[config.mk]
export PLATFORM = sky130hd
export DESIGN_NAME = hpslot_ctrl
export DESIGN_NICKNAME = d
export VERILOG_FILES = /design/src/rtl/hpslot_pkg.sv /design/src/rtl/hpslot_slot.sv /design/src/rtl/hpslot_scan.sv /design/src/rtl/hpslot_ctrl.sv
export SDC_FILE = /design/constraint.sdc
export NUM_CORES = 1
export LEC_CHECK = 0
export ABC_AREA = 0
export BUFFER_PORTS_ARGS = -buffer_cell sky130_fd_sc_hd__buf_2
export CAP_MARGIN = 20
export CORE_MARGIN = 4
export CORE_UTILIZATION = 25
export DETAILED_ROUTE_END_ITERATION = 10
export SKIP_LAST_GASP = 1
export SLEW_MARGIN = 20
export SYNTH_ARGS = -nofsm -noshare
export SYNTH_HDL_FRONTEND = slang
export SYNTH_SLANG_ARGS = --single-unit
[constraint.sdc]
create_clock -name clk -period 4.2 [get_ports clk]
set_input_delay 0.21 -clock clk [delete_from_list [all_inputs] [get_ports clk]]
set_output_delay 0.21 -clock clk [all_outputs]
set_load 0.05 [all_outputs]
[src/rtl/hpslot_pkg.sv]
package hpslot_pkg;

    typedef enum logic [1:0] {
        CMD_SCAN   = 2'd0,
        CMD_EVCODE = 2'd1,
        CMD_STCODE = 2'd2,
        CMD_GETID  = 2'd3
    } hp_cmd_e;

    localparam logic [3:0] OFF_SEL_HI = 4'd0;
    localparam logic [3:0] OFF_FLAGS  = 4'd4;
    localparam logic [3:0] OFF_CMD    = 4'd5;
    localparam logic [3:0] OFF_DATA   = 4'd8;

    localparam int FLG_PRES = 0;
    localparam int FLG_INS  = 1;
    localparam int FLG_RMV  = 2;
    localparam int FLG_EJ   = 3;

    function automatic logic [31:0] size_mask(input logic [1:0] sz);
        case (sz)
            2'd0:    size_mask = 32'h0000_00FF;
            2'd1:    size_mask = 32'h0000_FFFF;
            default: size_mask = 32'hFFFF_FFFF;
        endcase
    endfunction

endpackage

[src/rtl/hpslot_slot.sv]
module hpslot_slot (
    input  logic        clk,
    input  logic        rst_n,
    input  logic        pres_init_i,
    input  logic        plug_i,
    input  logic        hot_i,
    input  logic        undone_i,
    input  logic        unreq_i,
    input  logic        clr_ins_i,
    input  logic        clr_rmv_i,
    input  logic        wr_code_i,
    input  logic [31:0] code_i,
    output logic        pres_o,
    output logic        ins_o,
    output logic        rmv_o,
    output logic [31:0] code_o
);

    always_ff @(posedge clk) begin
        if (!rst_n) begin
            pres_o <= pres_init_i;
            ins_o  <= 1'b0;
            rmv_o  <= 1'b0;
            code_o <= '0;
        end else begin
            // presence: plug beats unplug-complete
            if (plug_i)
                pres_o <= 1'b1;
            else if (undone_i)
                pres_o <= 1'b0;
            // hardware set beats software clear
            if (plug_i && hot_i)
                ins_o <= 1'b1;
            else if (clr_ins_i)
                ins_o <= 1'b0;
            if (unreq_i)
                rmv_o <= 1'b1;
            else if (clr_rmv_i)
                rmv_o <= 1'b0;
            if (wr_code_i)
                code_o <= code_i;
        end
    end

    // a plug always leaves the slot present
    a_r11_plug_present: assert property (@(posedge clk) disable iff (!rst_n)
        plug_i |=> pres_o);

    // a hot-add survives a same-cycle software clear
    a_r11_hot_wins: assert property (@(posedge clk) disable iff (!rst_n)
        (plug_i && hot_i) |=> ins_o);

    // an uncontested clear removes the insert event
    a_r4_clear_ins: assert property (@(posedge clk) disable iff (!rst_n)
        (clr_ins_i && !(plug_i && hot_i)) |=> !ins_o);

endmodule

[src/rtl/hpslot_scan.sv]
module hpslot_scan #(
    parameter int N_SLOTS = 8,
    localparam int SW = (N_SLOTS > 1) ? $clog2(N_SLOTS) : 1
) (
    input  logic [N_SLOTS-1:0] pend_i,
    input  logic [SW-1:0]      start_i,
    output logic               found_o,
    output logic [SW-1:0]      idx_o
);

    localparam logic [SW:0] N_W = (SW+1)'(N_SLOTS);

    logic [SW:0] pos;

    // walk the distances from far to near so the nearest pending slot wins
    always_comb begin
        found_o = 1'b0;
        idx_o   = start_i;
        pos     = '0;
        for (int k = N_SLOTS - 1; k >= 0; k--) begin
            pos = {1'b0, start_i} + (SW+1)'(k);
            if (pos >= N_W)
                pos = pos - N_W;
            if (pend_i[pos[SW-1:0]]) begin
                found_o = 1'b1;
                idx_o   = pos[SW-1:0];
            end
        end
    end

endmodule

[src/rtl/hpslot_ctrl.sv]
module hpslot_ctrl
    import hpslot_pkg::*;
#(
    parameter int N_SLOTS = 8,
    localparam int SW = (N_SLOTS > 1) ? $clog2(N_SLOTS) : 1
) (
    input  logic                   clk,
    input  logic                   rst_n,
    input  logic [N_SLOTS-1:0]     pres_init_i,
    input  logic [64*N_SLOTS-1:0]  slot_id_i,
    input  logic                   bus_rd_i,
    input  logic                   bus_wr_i,
    input  logic [3:0]             bus_addr_i,
    input  logic [1:0]             bus_size_i,
    input  logic [31:0]            bus_wdata_i,
    output logic [31:0]            bus_rdata_o,
    input  logic                   plug_i,
    input  logic                   plug_hot_i,
    input  logic [SW-1:0]          plug_slot_i,
    input  logic                   unreq_i,
    input  logic [SW-1:0]          unreq_slot_i,
    input  logic                   undone_i,
    input  logic [SW-1:0]          undone_slot_i,
    output logic                   irq_o,
    output logic                   ej_pulse_o,
    output logic [SW-1:0]          ej_slot_o,
    output logic                   sts_pulse_o,
    output logic [SW-1:0]          sts_slot_o,
    output logic [31:0]            sts_event_o,
    output logic [31:0]            sts_code_o
);

    localparam int          IDW   = 64;
    localparam logic [31:0] N_LIM = 32'(N_SLOTS);

    // state and selector
    hp_cmd_e     cmd_q, cmd_d;
    logic [31:0] sel_q;

    // bus decode
    logic [31:0] wmask, wdat;
    logic        sel_ok, wr_ok, rd_go;
    logic [SW-1:0] sel_idx;
    logic        hit_sel, hit_flags, hit_cmd, hit_data;
    logic        fw, clr_ins, clr_rmv, ej_req, ej_go;
    logic        cw, scan_go, dw, evc_go, sts_go;

    // per-slot vectors
    logic [N_SLOTS-1:0] pres_v, ins_v, rmv_v, pend_v, sel_oh;
    logic [31:0]        ev_code [N_SLOTS];

    logic          scan_found;
    logic [SW-1:0] scan_idx;
    logic [31:0]   id_lo, id_hi, rd_val;

    assign wmask   = size_mask(bus_size_i);
    assign wdat    = bus_wdata_i & wmask;
    assign sel_ok  = (sel_q < N_LIM);
    assign sel_idx = sel_q[SW-1:0];
    assign wr_ok   = bus_wr_i && sel_ok;
    assign rd_go   = bus_rd_i && !bus_wr_i;

    assign hit_sel   = (bus_addr_i == OFF_SEL_HI);
    assign hit_flags = (bus_addr_i == OFF_FLAGS);
    assign hit_cmd   = (bus_addr_i == OFF_CMD);
    assign hit_data  = (bus_addr_i == OFF_DATA);

    // flags write with its priority order
    assign fw      = wr_ok && hit_flags;
    assign clr_ins = fw && wdat[FLG_INS];
    assign clr_rmv = fw && !wdat[FLG_INS] && wdat[FLG_RMV];
    assign ej_req  = fw && !wdat[FLG_INS] && !wdat[FLG_RMV] && wdat[FLG_EJ];
    assign ej_go   = ej_req && pres_v[sel_idx] && (sel_idx != '0);

    assign cw      = wr_ok && hit_cmd;
    assign scan_go = cw && (wdat == 32'd0);
    assign dw      = wr_ok && hit_data;
    assign evc_go  = dw && (cmd_q == CMD_EVCODE);
    assign sts_go  = dw && (cmd_q == CMD_STCODE);

    assign pend_v = ins_v | rmv_v;
    assign irq_o  = |pend_v;

    // ---------------- slot array ----------------
    for (genvar i = 0; i < N_SLOTS; i++) begin : g_slot
        assign sel_oh[i] = sel_ok && (sel_idx == SW'(i));

        hpslot_slot u_slot (
            .clk        (clk),
            .rst_n      (rst_n),
            .pres_init_i(pres_init_i[i]),
            .plug_i     (plug_i && (plug_slot_i == SW'(i))),
            .hot_i      (plug_hot_i),
            .undone_i   (undone_i && (undone_slot_i == SW'(i))),
            .unreq_i    (unreq_i && (unreq_slot_i == SW'(i))),
            .clr_ins_i  (clr_ins && sel_oh[i]),
            .clr_rmv_i  (clr_rmv && sel_oh[i]),
            .wr_code_i  (evc_go && sel_oh[i]),
            .code_i     (wdat),
            .pres_o     (pres_v[i]),
            .ins_o      (ins_v[i]),
            .rmv_o      (rmv_v[i]),
            .code_o     (ev_code[i])
        );
    end

    hpslot_scan #(.N_SLOTS(N_SLOTS)) u_scan (
        .pend_i (pend_v),
        .start_i(sel_idx),
        .found_o(scan_found),
        .idx_o  (scan_idx)
    );

    // ---------------- command state machine ----------------
    always_ff @(posedge clk) begin
        if (!rst_n)
            cmd_q <= CMD_SCAN;
        else
            cmd_q <= cmd_d;
    end

    always_comb begin
        cmd_d = cmd_q;
        if (cw) begin
            unique case (wdat)
                32'd0:   cmd_d = CMD_SCAN;
                32'd1:   cmd_d = CMD_EVCODE;
                32'd2:   cmd_d = CMD_STCODE;
                32'd3:   cmd_d = CMD_GETID;
                default: cmd_d = cmd_q;
            endcase
        end
    end

    // selector: direct write, or landing point of a scan
    always_ff @(posedge clk) begin
        if (!rst_n)
            sel_q <= '0;
        else if (bus_wr_i && hit_sel)
            sel_q <= wdat;
        else if (scan_go && scan_found)
            sel_q <= 32'(scan_idx);
    end

    // ---------------- read mux and output registers ----------------
    assign id_lo = slot_id_i[int'(sel_idx)*IDW +: 32];
    assign id_hi = slot_id_i[int'(sel_idx)*IDW + 32 +: 32];

    always_comb begin
        rd_val = '0;
        if (sel_ok) begin
            if (hit_flags) begin
                rd_val[FLG_PRES] = pres_v[sel_idx];
                rd_val[FLG_INS]  = ins_v[sel_idx];
                rd_val[FLG_RMV]  = rmv_v[sel_idx];
            end else if (hit_data) begin
                unique case (cmd_q)
                    CMD_SCAN:   rd_val = sel_q;
                    CMD_GETID:  rd_val = id_lo;
                    CMD_EVCODE,
                    CMD_STCODE: rd_val = '0;
                endcase
            end else if (hit_sel) begin
                unique case (cmd_q)
                    CMD_GETID:  rd_val = id_hi;
                    CMD_SCAN,
                    CMD_EVCODE,
                    CMD_STCODE: rd_val = '0;
                endcase
            end
        end
    end

    always_ff @(posedge clk) begin
        if (!rst_n) begin
            bus_rdata_o <= '0;
            ej_pulse_o  <= 1'b0;
            ej_slot_o   <= '0;
            sts_pulse_o <= 1'b0;
            sts_slot_o  <= '0;
            sts_event_o <= '0;
            sts_code_o  <= '0;
        end else begin
            if (rd_go)
                bus_rdata_o <= rd_val & wmask;
            ej_pulse_o  <= ej_go;
            ej_slot_o   <= ej_go ? sel_idx : '0;
            sts_pulse_o <= sts_go;
            sts_slot_o  <= sts_go ? sel_idx : '0;
            sts_event_o <= sts_go ? ev_code[sel_idx] : '0;
            sts_code_o  <= sts_go ? wdat : '0;
        end
    end

    // ---------------- assertions ----------------
    // an illegal command code leaves the state alone
    a_r6_bad_cmd_kept: assert property (@(posedge clk) disable iff (!rst_n)
        (bus_wr_i && hit_cmd && (wdat >= 32'd4)) |=> $stable(cmd_q));

    // a scan with any event pending lands on a slot with an event
    a_r7_scan_lands: assert property (@(posedge clk) disable iff (!rst_n)
        (scan_go && (|pend_v)) |=> (ins_v[sel_idx] || rmv_v[sel_idx]));

    // reads with the selector out of range return zero
    a_r9_oor_read_zero: assert property (@(posedge clk) disable iff (!rst_n)
        (rd_go && !sel_ok) |=> (bus_rdata_o == 32'd0));

    // the boot slot is never ejected
    a_r5_no_boot_eject: assert property (@(posedge clk) disable iff (!rst_n)
        ej_pulse_o |-> (ej_slot_o != '0));

    // the interrupt only rises after a hardware event input
    a_r12_irq_source: assert property (@(posedge clk) disable iff (!rst_n)
        $rose(irq_o) |-> $past((plug_i && plug_hot_i) || unreq_i));

    // a status report follows a data write under command 2
    a_r10_sts_from_cmd2: assert property (@(posedge clk) disable iff (!rst_n)
        sts_pulse_o |-> $past(cmd_q == CMD_STCODE));

endmodule

# Word-level counts from Yosys, hierarchy flattened
# Index checks and enable logic that the tools add are counted.
[word_totals] input_bits=575 elab_cells=364 regBits=418 out_inout_bits=105
[classes] n_eq_ne=46 n_bitwise=4 reduce_logical=119 shift=2 add_sub_neg=16 n_mux=116 magnitude_cmp=19
[ops] op="$shiftx 512x10->32" count=1
[ops] op="$shiftx 512x11->32" count=1
[ops] op="$mux 32" count=7
[ops] op="$pmux 32 s2" count=2
[ops] op="$bmux 32 s3" count=1
[ops] op="$pmux 32 s3" count=1
[ops] op="$logic_and 1x1->1" count=81
[ops] op="$mux 1" count=75
[ops] op="$and 32x32->32" count=2
[ops] op="$eq 32x2->1 const B" count=2
[ops] op="$mux 3" count=17
[ops] op="$eq 3x3->1 const B" count=16
[ops] op="$lt 3x4->1 const B" count=9
[ops] op="$reduce_bool 2->1" count=17
[ops] op="$bmux 1 s3" count=11
[ops] op="$eq 32x1->1 const B" count=1
[ops] op="$ge 4x4->1 const B" count=8
[ops] op="$logic_not 32->1" count=1
[ops] op="$lt 32x4->1 const B" count=1
[ops] op="$mux 29" count=1
[ops] op="$eq 3x2->1 const B" count=8
[ops] op="$ne 3x1->1 const B" count=8
[ops] op="$sub 3x1->3 const B" count=8
[ops] op="$add 3x3->4 const B" count=4
[ops] op="other kinds (23)" count=39

# Longest topological paths before layout
# Gate-level depths: netlist of the first run.
[depth] depth_word=16 mapped_depth=12 ltp_nobuf=9

# By module
# A second synthesis of the first run with hierarchy kept.
[hier_totals] cells_unflattened=2184 hier_area_um2=23252.3
[by_module_without_submodules] module="hpslot_ctrl" instances=1 seq_area_each_um2=2762.6 area_per_inst_um2=11383.4 cells_per_inst=1178
[by_module_without_submodules] module="hpslot_slot" instances=8 seq_area_each_um2=710.7 area_per_inst_um2=1366.3 cells_per_inst=113
[by_module_without_submodules] module="hpslot_scan" instances=1 seq_area_each_um2=0.0 area_per_inst_um2=938.4 cells_per_inst=102

# Least setup slack after synthesis of the first run
# Ideal clock, no wire load.
[synth_timing] path_type="register to register" start="register sel_q[1]" end="register sel_q[2]" setup_time_ps=69 n_path_buf=4 slack_ps=909 t_required_ps=4131 synth_period_minus_slack_ps=3291 path_stages_with_launch=13 arrival_ps=3222 path_cell_list="dfxtp_1 > clkbuf_1 > inv_2 > clkbuf_1 > clkbuf_1 > ha_1 > clkbuf_1 > mux4_2 > mux2_2 > or2_1 > o21bai_1 > a221o_1 > o21ai_1"
[synth_via] elab_chain_len=16 elab_cells_between_ends=73 classes_between="add/sub: 15; order compare: 9; mux: 42; reduce/logical: 7"
[synth_lines] element="start, declared" line="hpslot_ctrl.sv:38" text="logic [31:0] sel_q;"
[synth_lines] element="start signal, assigned" line="hpslot_ctrl.sv:140" text="sel_q <= wdat;"
[synth_lines] element="start signal, assigned" line="hpslot_ctrl.sv:142" text="sel_q <= 32'(scan_idx);"
[synth_lines] element="$add 3x3->4" line="hpslot_scan.sv:21" text="pos = {1'b0, start_i} + (SW+1)'(k);"
[synth_lines] element="$ge 4x4->1 or $sub 3x1->3 (tied branches)" line="hpslot_scan.sv:22, hpslot_scan.sv:23"
[synth_lines] element="$mux 3" line="hpslot_scan.sv:22" text="if (pos >= N_W)"
[synth_lines] element="$bmux 1 s3" line="hpslot_scan.sv:24" text="if (pend_i[pos[SW-1:0]]) begin"
[synth_lines] element="$mux 1 (not written as such)" line="hpslot_scan.sv:24"
[synth_lines] element="$mux 1 (8 in series)" line="hpslot_scan.sv:24"
[synth_lines] element="$logic_and 1x1->1" line="hpslot_ctrl.sv:141" text="else if (scan_go && scan_found)"
[synth_lines] element="$reduce_bool 2->1 (no source line)"
[synth_lines] element="$reduce_and 2->1 (no source line)"
# Parallel ways exist; a longest one is shown, timed or not. The select of a mux whose other input is x is not followed.
# A chain may end at the register's enable or synchronous reset.

# Worst setup path after layout of the first run
[layout_timing] start="register sel_q[18]" end="register sts_event_o[14]"
[layout_via] elab_chain_len=5
[layout_lines] element="$lt 32x4->1" line="hpslot_ctrl.sv:58" text="assign sel_ok = (sel_q < N_LIM);"
[layout_lines] element="$logic_and 1x1->1" line="hpslot_ctrl.sv:60" text="assign wr_ok = bus_wr_i && sel_ok;"
[layout_lines] element="$logic_and 1x1->1" line="hpslot_ctrl.sv:77" text="assign dw = wr_ok && hit_data;"
[layout_lines] element="$logic_and 1x1->1" line="hpslot_ctrl.sv:79" text="assign sts_go = dw && (cmd_q == CMD_STCODE);"
[layout_lines] element="$reduce_and 2->1 (no source line)"
[layout_lines] element="end signal, assigned" line="hpslot_ctrl.sv:190" text="sts_event_o <= sts_go ? ev_code[sel_idx] : '0;"
[layout_lines] element="end, declared" line="hpslot_ctrl.sv:29" text="output logic [31:0] sts_event_o,"
# Every way passes these cells.

==> metrics.md, run 1 <==
| Metric | Value |
|---|---|
| Nets | 3550 |
| Non-Filler Instances | 4229 |
| Synth top area share | 37.87% |
| Rel. slew slack | 34.46% |
| Period minus WS final | 3.006 ns |
| Skew-Pair Late Insertion Delay | 0.62 ns |
| Synth cell count leaders | 526 x nor2_1, 410 x dfxtp_1, 345 x a21oi_1, 328 x nand2_1, 210 x mux4_2 |
| Initial DRC count | 2240 |
| Yosys top cell by area | dfxtp_1 |
| FF-to-FF End | sts_event_o[14] |
| Largest net degree at the start of global routing | 131 |
| CTS clk-pin slew, worst paths | 0.07 ns |
| Number of global-route vias before repair | 20684 |
| Longest Clk Path Bufs | 3 |
| Design area | 27880 µm² |
| Worst setup EP type | flop |
| Worst Hold End | sel_q[6] |
| Worst-Margin Slew | 0.9807 ns |
| Hold depth | 3 |
| CTS HTree Levels | 2 |
| CTS Buf Count | 46 |
| Setup_tns | 0 ns |
| Share of cells above drive strength 1 | 34.43% |
| Post-route ant nets | 0 |
| Port bufs | 679 |
| Synth area leaders | dfxtp_1 38%, mux4_2 22%, nor2_1 9.1%, a21oi_1 8.0%, nand2_1 5.7% |
| Area delta synth->final | 28.62% |
| Clock Sink Count | 418 |
| Hold WS | 0.04334 ns |
| Final Hold Fails | 0 |
| PwrDens | 325.8 nW/µm² |
| Post-synth EDFFs | 8 |
| Setup Viol. Count Final | 0 |
| CTS tree | done |
| Worst Hold Launch | bus_wdata_i[6] |
| DRT Wirelength | 123100 µm |
| Root Driver | clkbuf_16 |
| FP Rows | 107 |
| Dpl cells | 4041 |
| GRT Util Overall | 25.76% |
| WL per Instance | 29.12 µm |
| Initial antenna violation count | 127 |
| Startpoint types | flop |
| DR DRC count | 0 |
| Top-count cell post-synth | nor2_1 |
| RSZ-0062 raised after global routing | false |
| Vias | 22078 |
| Core area | 85550 µm² |
| # Max-Cap Violations | 0 |
| Synth Area per Inst | 9.046 µm² |
| Die Wd | 302.4 µm |
| CP Max Fanout | 52 |
| R2r setup slk | 1.19 ns |
| Final slew viol count | 0 |
| Yosys warning total | 0 |
| Gp weighted congestion | 0.9776 |
| Worst R2R Path Depth | 7 |
| Initial Util | 25.33% |
| Post-synthesis cell count | 2396 |
| Final core occ | 32.58% |
| Flops & latches, synth | 418 |
| Die Ht | 302.4 µm |
| Async SR Flop Fraction | 0% |
| First-pass GRT wire length | 164500 µm |
| Reg-to-Reg Start | sel_q[18] |
| Ys flop type | dfxtp_1 |
| Hold/Removal Path Class | in -> reg |
| Syn nets | 2978 |
| DR vias/cell | 5.221 |
| Share of the yosys chip area belonging to registers | 38.98% |
| Placement Cell Area | 25930 µm² |
| Clk_skew | 0.04590 ns |
| Achievable frequency | 0.3327 GHz |
| Worst vdd ir | 0.2531 mV |
| Mapped cell area | 21670 µm² |
| Number of gates resized after CTS | 0 |
| Crit path DAT | 3.53 ns |
| Die area | 91470 µm² |
| First-pass iteration count of the detailed router | 6 |
| Static Leak | 10.83 nW |
| Critical path class | reg -> reg |
| Status | completed |
| Data required time of the critical path | 4.72 ns |
| I/O pin total | 680 |
| GRT overflow | 0 |
| Hpwl dp | 93840 µm |
| Yosys cell types | 71 |
| Final period util | 71.57% |
| Post-CTS Setup Repair Bufs | 0 |
-- state kept, by name (all words and copies together), names as in the netlist --
name,count
bus_rdata_o,32
cmd_q,2
ej_pulse_o,1
ej_slot_o,3
g_slot.u_slot.code_o,256
g_slot.u_slot.ins_o,8
g_slot.u_slot.pres_o,8
g_slot.u_slot.rmv_o,8
sel_q,32
sts_code_o,32
sts_event_o,32
sts_pulse_o,1
sts_slot_o,3
-- layer usage --
metal	up-vias	GRT usage, %	wire [µm]
met5	-	1.005	204
met4	30	17.80	8920
met3	291	12.17	15750
met2	1144	37.87	53610
met1	10823	29.56	44650
li1	9790	-	-
-- stage by stage --
step | setup WS (ns) | total power, mW
6_report | 1.194 | 9.082
4_1_cts | 1.158 | 9.175
5_1_grt | 1.019 | 9.372
3_3_place_gp | 0.8614 | 5.013
2_1_floorplan | 0.9091 | 4.516
3_5_place_dp | 0.8808 | 5.018
-- placed cells by master (no fill, tap or decap), types with 24 or more instances in the layout --
master     instances
a21oi_1          345
a22o_1            25
a32oi_1           24
buf_2            679
clkbuf_16         46
dfxtp_1          407
diode_2           85
mux2i_1           38
mux4_2           210
nand2_1          324
nand3_1           38
nor2_1           525
o21ai_0           57
-- cell type report --
type | instances | area (µm²)
fillers | 8921 | 57670
clock buffers | 57 | 1252
clock inverters | 23 | 242.7
well taps | 1144 | 1431
inverters | 9 | 45.04
flip-flops and latches | 418 | 8459
multi-input cells | 1763 | 12330
repair buffers | 730 | 3901
diodes | 85 | 212.7
-- how the worst max path moves through the flow --
stage	start	endpoint	slack, ns	depth (start not counted)
finish	sel_q[18]	sts_event_o[14]	1.19	7
detailed placement	bus_wdata_i[28]	sel_q[0]	0.88	8
floorplan	sel_q[1]	sel_q[2]	0.91	12
global placement	bus_wdata_i[28]	sel_q[0]	0.86	8
global route	sel_q[18]	sts_event_o[17]	1.02	7
CTS	sel_q[18]	sts_event_o[8]	1.16	7
-- report_power, final --
group	internal [mW]	switching, mW	total [mW]
registers	3.99	0.0128	4.00
clock network	2.27	1.84	4.12
logic	0.422	0.541	0.962
total	6.69	2.39	9.08
-- worst max-delay path, stage by stage, from the launching register on --
cell and delay, ns:
dfxtp_1 0.33, nor4_2 0.36, nand4_2 0.33, nor3_2 0.27, nand3_1 0.13, or4_2 0.82, buf_4 0.40, a21oi_1 0.22
-- cell families (layout without fill, tap and decap cells) --
group | after synthesis | count (layout) | synth area share, %
and+or+nand+nor | 1005 | 1005 | 19.36
xor gates and xnor gates | 1 | 1 | 0.04042
adders and majority gates | 7 | 7 | 0.4041
DFF | 418 | 418 | 38.98
buffers and inverters | 215 | 819 | 4.353
other | 0 | 85 | 0
muxes | 252 | 252 | 23.78
AOI/OAI and AO/OA | 498 | 498 | 13.08
-- repair_timing --
| item | CTS | global route |
|---|---|---|
| setup endpoints to repair | 0 | 0 |
| hold endpoints to repair | 23 | 0 |
| hold buffers | 23 | 0 |
Power figures use the tool's default switching activity.
==> inputs of run 2 (changes only) <==
==> constraint.sdc (replaced) <==
create_clock -name clk -period 3 [get_ports clk]
set_input_delay 0.15 -clock clk [delete_from_list [all_inputs] [get_ports clk]]
set_output_delay 0.15 -clock clk [all_outputs]
set_load 0.05 [all_outputs]
==> run 2 against run 1 <==
  * Critical path depth stayed put
  * Worst setup slack worse by 1.0 ns
  * Clock skew is 0.012 ns lower
  * Sequential power is 40% higher
  * Sequential share of layout area is 0.64 points lower
  * Wire length is 0.74% lower
  * Combinational power is 41% higher
  * Clock power is 50% higher
  * Critical endpoint is now sts_event_o[20]
  * Highest routed layer unchanged
==> metrics.md, run 2 (synthesis gave the netlist of run 1 again) <==
| Metric | Value |
|---|---|
| Status | completed |
| Die area | 91470 µm² (unchanged) |
| Uppermost layer routed | met5 |
| Critical path destination | sts_event_o[20] |
| Max reg flops | 256 (unchanged) |
| Initial Util | 25.33% (unchanged) |
| Startpoint types | flop |
| Share of cells above drive strength 1 | 35.02% (+0.59 points) |
| GRT Util Overall | 25.44% (-0.32 points) |
| Cts hold-fix bufs | 30 (+30%) |
| DR vias/cell | 5.134 (-1.7%) |
| Worst Setup SP | sel_q[18] |
| Reg-to-Reg Start | sel_q[18] |
| Number of gates resized after CTS | 0 (unchanged) |
| FP Rows | 107 (unchanged) |
| DR DRC count | 0 (unchanged) |
| Rel. slew slack | 29.48% (-5.0 points) |
| Post-Route M1 WL | 44980 µm (+0.73%) |
| Static Leak | 11.12 nW (+2.7%) |
| Data required time of the critical path | 3.52 ns (-1.20 ns) |
| CTS Buf Count | 48 (+4.3%) |
| Worst vdd ir | 0.3942 mV (+56%) |
| Port bufs | 679 (unchanged) |
| Setup Viol. Count Final | 0 (unchanged) |
| # Max-Cap Violations | 0 (unchanged) |
| DRT Wirelength | 122200 µm (-0.74%) |
| Vias | 21965 (-0.51%) |
| Number of global-route vias before repair | 20723 (+0.19%) |
| CP Max Fanout | 49 (-5.8%) |
| Root Driver | clkbuf_16 |
| Met2 wire len | 54960 µm (+2.5%) |
| First-pass GRT wire length | 163000 µm (-0.90%) |
| Area of the multi-input gates | 12330 µm² (about the same) |
| Initial DRC count | 2287 (+2.1%) |
| Final core occ | 33.29% (+0.71 points) |
| Commonest non-fill, non-tap cell in the layout | buf_2 |
| WL per Instance | 28.57 µm (-1.9%) |
| PwrDens | 462.4 nW/µm² (+42%) |
| FF-to-FF End | sts_event_o[20] |
| GRT overflow | 0 (unchanged) |
| Area delta synth->final | 31.40% |
| Worst R2R Path Depth | 7 (unchanged) |
| CTS clk-pin slew, worst paths | 0.07 ns (about the same) |
| Largest net degree at the start of global routing | 125 (-4.6%) |
| Hold/Removal Path Class | in -> reg |
| Total power | 13.17 mW (+45%) |
| Hpwl dp | 95050 µm (+1.3%) |
| Core area | 85550 µm² (unchanged) |
| Seq. cell area | 8459 µm² (unchanged) |
| Die Wd | 302.4 µm (unchanged) |
| Nets | 3589 (+1.1%) |
| Setup_tns | 0 ns (unchanged) |
| Hold WS | 0.03519 ns (-0.008144 ns) |
| Die Ht | 302.4 µm (unchanged) |
| Worst-Margin Slew | 1.055 ns (+0.07457 ns) |
| Commonest non-fill, non-tap cells in the layout | 679 x buf_2, 525 x nor2_1, 407 x dfxtp_1, 345 x a21oi_1, 325 x nand2_1 |
| Longest Clk Path Bufs | 3 (unchanged) |
| Reg with most FFs | g_slot.u_slot.code_o |
| CTS tree | done |
| Gp weighted congestion | 1.017 (+4.0%) |
| Skew-Pair Late Insertion Delay | 0.61 ns (about the same) |
| R2r setup slk | 0.16 ns (-1.04 ns) |
| CTS HTree Levels | 2 (unchanged) |
| Post-CTS Setup Repair Bufs | 0 (unchanged) |
| Final Hold Fails | 0 (unchanged) |
| First-pass iteration count of the detailed router | 5 (-1) |
| Post-route ant nets | 0 (unchanged) |
| Period minus WS final | 2.842 ns (-0.1641 ns) |
| Placement Setup Slack | 0.1734 ns (-0.7074 ns) |
| Worst setup EP type | flop |
| Clock Sink Count | 418 (unchanged) |
| Final worst-path setup slack | 0.1580 ns (-1.036 ns) |
| RSZ-0062 raised after global routing | false |
| I/O pin total | 680 (unchanged) |
| Initial antenna violation count | 117 (-7.9%) |
| Critical path class | reg -> reg |
| Final slew viol count | 0 (unchanged) |
| Final period util | 94.73% (+23 points) |
| # fillers | 8901 (-0.22%) |
| Clk_skew | 0.03347 ns (-0.01243 ns) |
| Achievable frequency | 0.3519 GHz (+5.8%) |
| DR WL met3 | 13630 µm (-13%) |
| Crit path DAT | 3.37 ns (-0.16 ns) |
-- run 2: power by group --
part | switching (mW) | internal [mW]
logic | 0.757 | 0.606
clock network | 2.61 | 3.59
registers | 0.0187 | 5.59
-- run 2: area by class of cell --
cell class / instances / share of cell area (%)
Antenna cell: 90 / 0.7908
Clock buffer: 63 / 4.661
Clock inverter: 24 / 1.107
Inverter: 9 / 0.1582
Multi-Input combinational cell: 1763 / 43.29
Sequential cell: 418 / 29.70
Tap cell: 1144 / 5.026
Timing Repair Buffer: 767 / 15.26
-- run 2: worst min path at each step --
stage	start	end	slack, ns	depth (start not counted)
3_3_place_gp	pres_init_i[6]	g_slot[6].u_slot.pres_o	0.43	2
2_1_floorplan	bus_wdata_i[1]	ej_pulse_o	0.25	1
5_1_grt	bus_wdata_i[2]	g_slot[0].u_slot.code_o[2]	0.02	3
4_1_cts	bus_wdata_i[2]	g_slot[6].u_slot.code_o[2]	0.008	3
3_5_place_dp	pres_init_i[6]	g_slot[6].u_slot.pres_o	0.43	2
6_report	bus_wdata_i[31]	sts_code_o[31]	0.04	4
-- run 2: metrics by stage --
stage / instances / cell area [µm²]
final: 4278 / 28480
after global routing: 4238 / 28380
after CTS: 4188 / 28250
after detailed placement: 4071 / 26310
after global placement: 4071 / 26310
after floorplan: 2396 / 21680
-- run 2: per-layer routing --
metal  GRT usage [%]  vias up
met1           28.96    10766
met4           18.14       28
met3           10.59      252
met5           1.058        -
li1                -     9864
met2           38.48     1055
-- run 2: critical path, stage by stage, from the launching register on --
cell and delay (ns):
dfxtp_1 0.33, nor4_2 0.34, nand4_2 0.27, nor3_2 0.25, nand3_1 0.13, or4_2 0.90, buf_12 0.31, a21oi_1 0.18
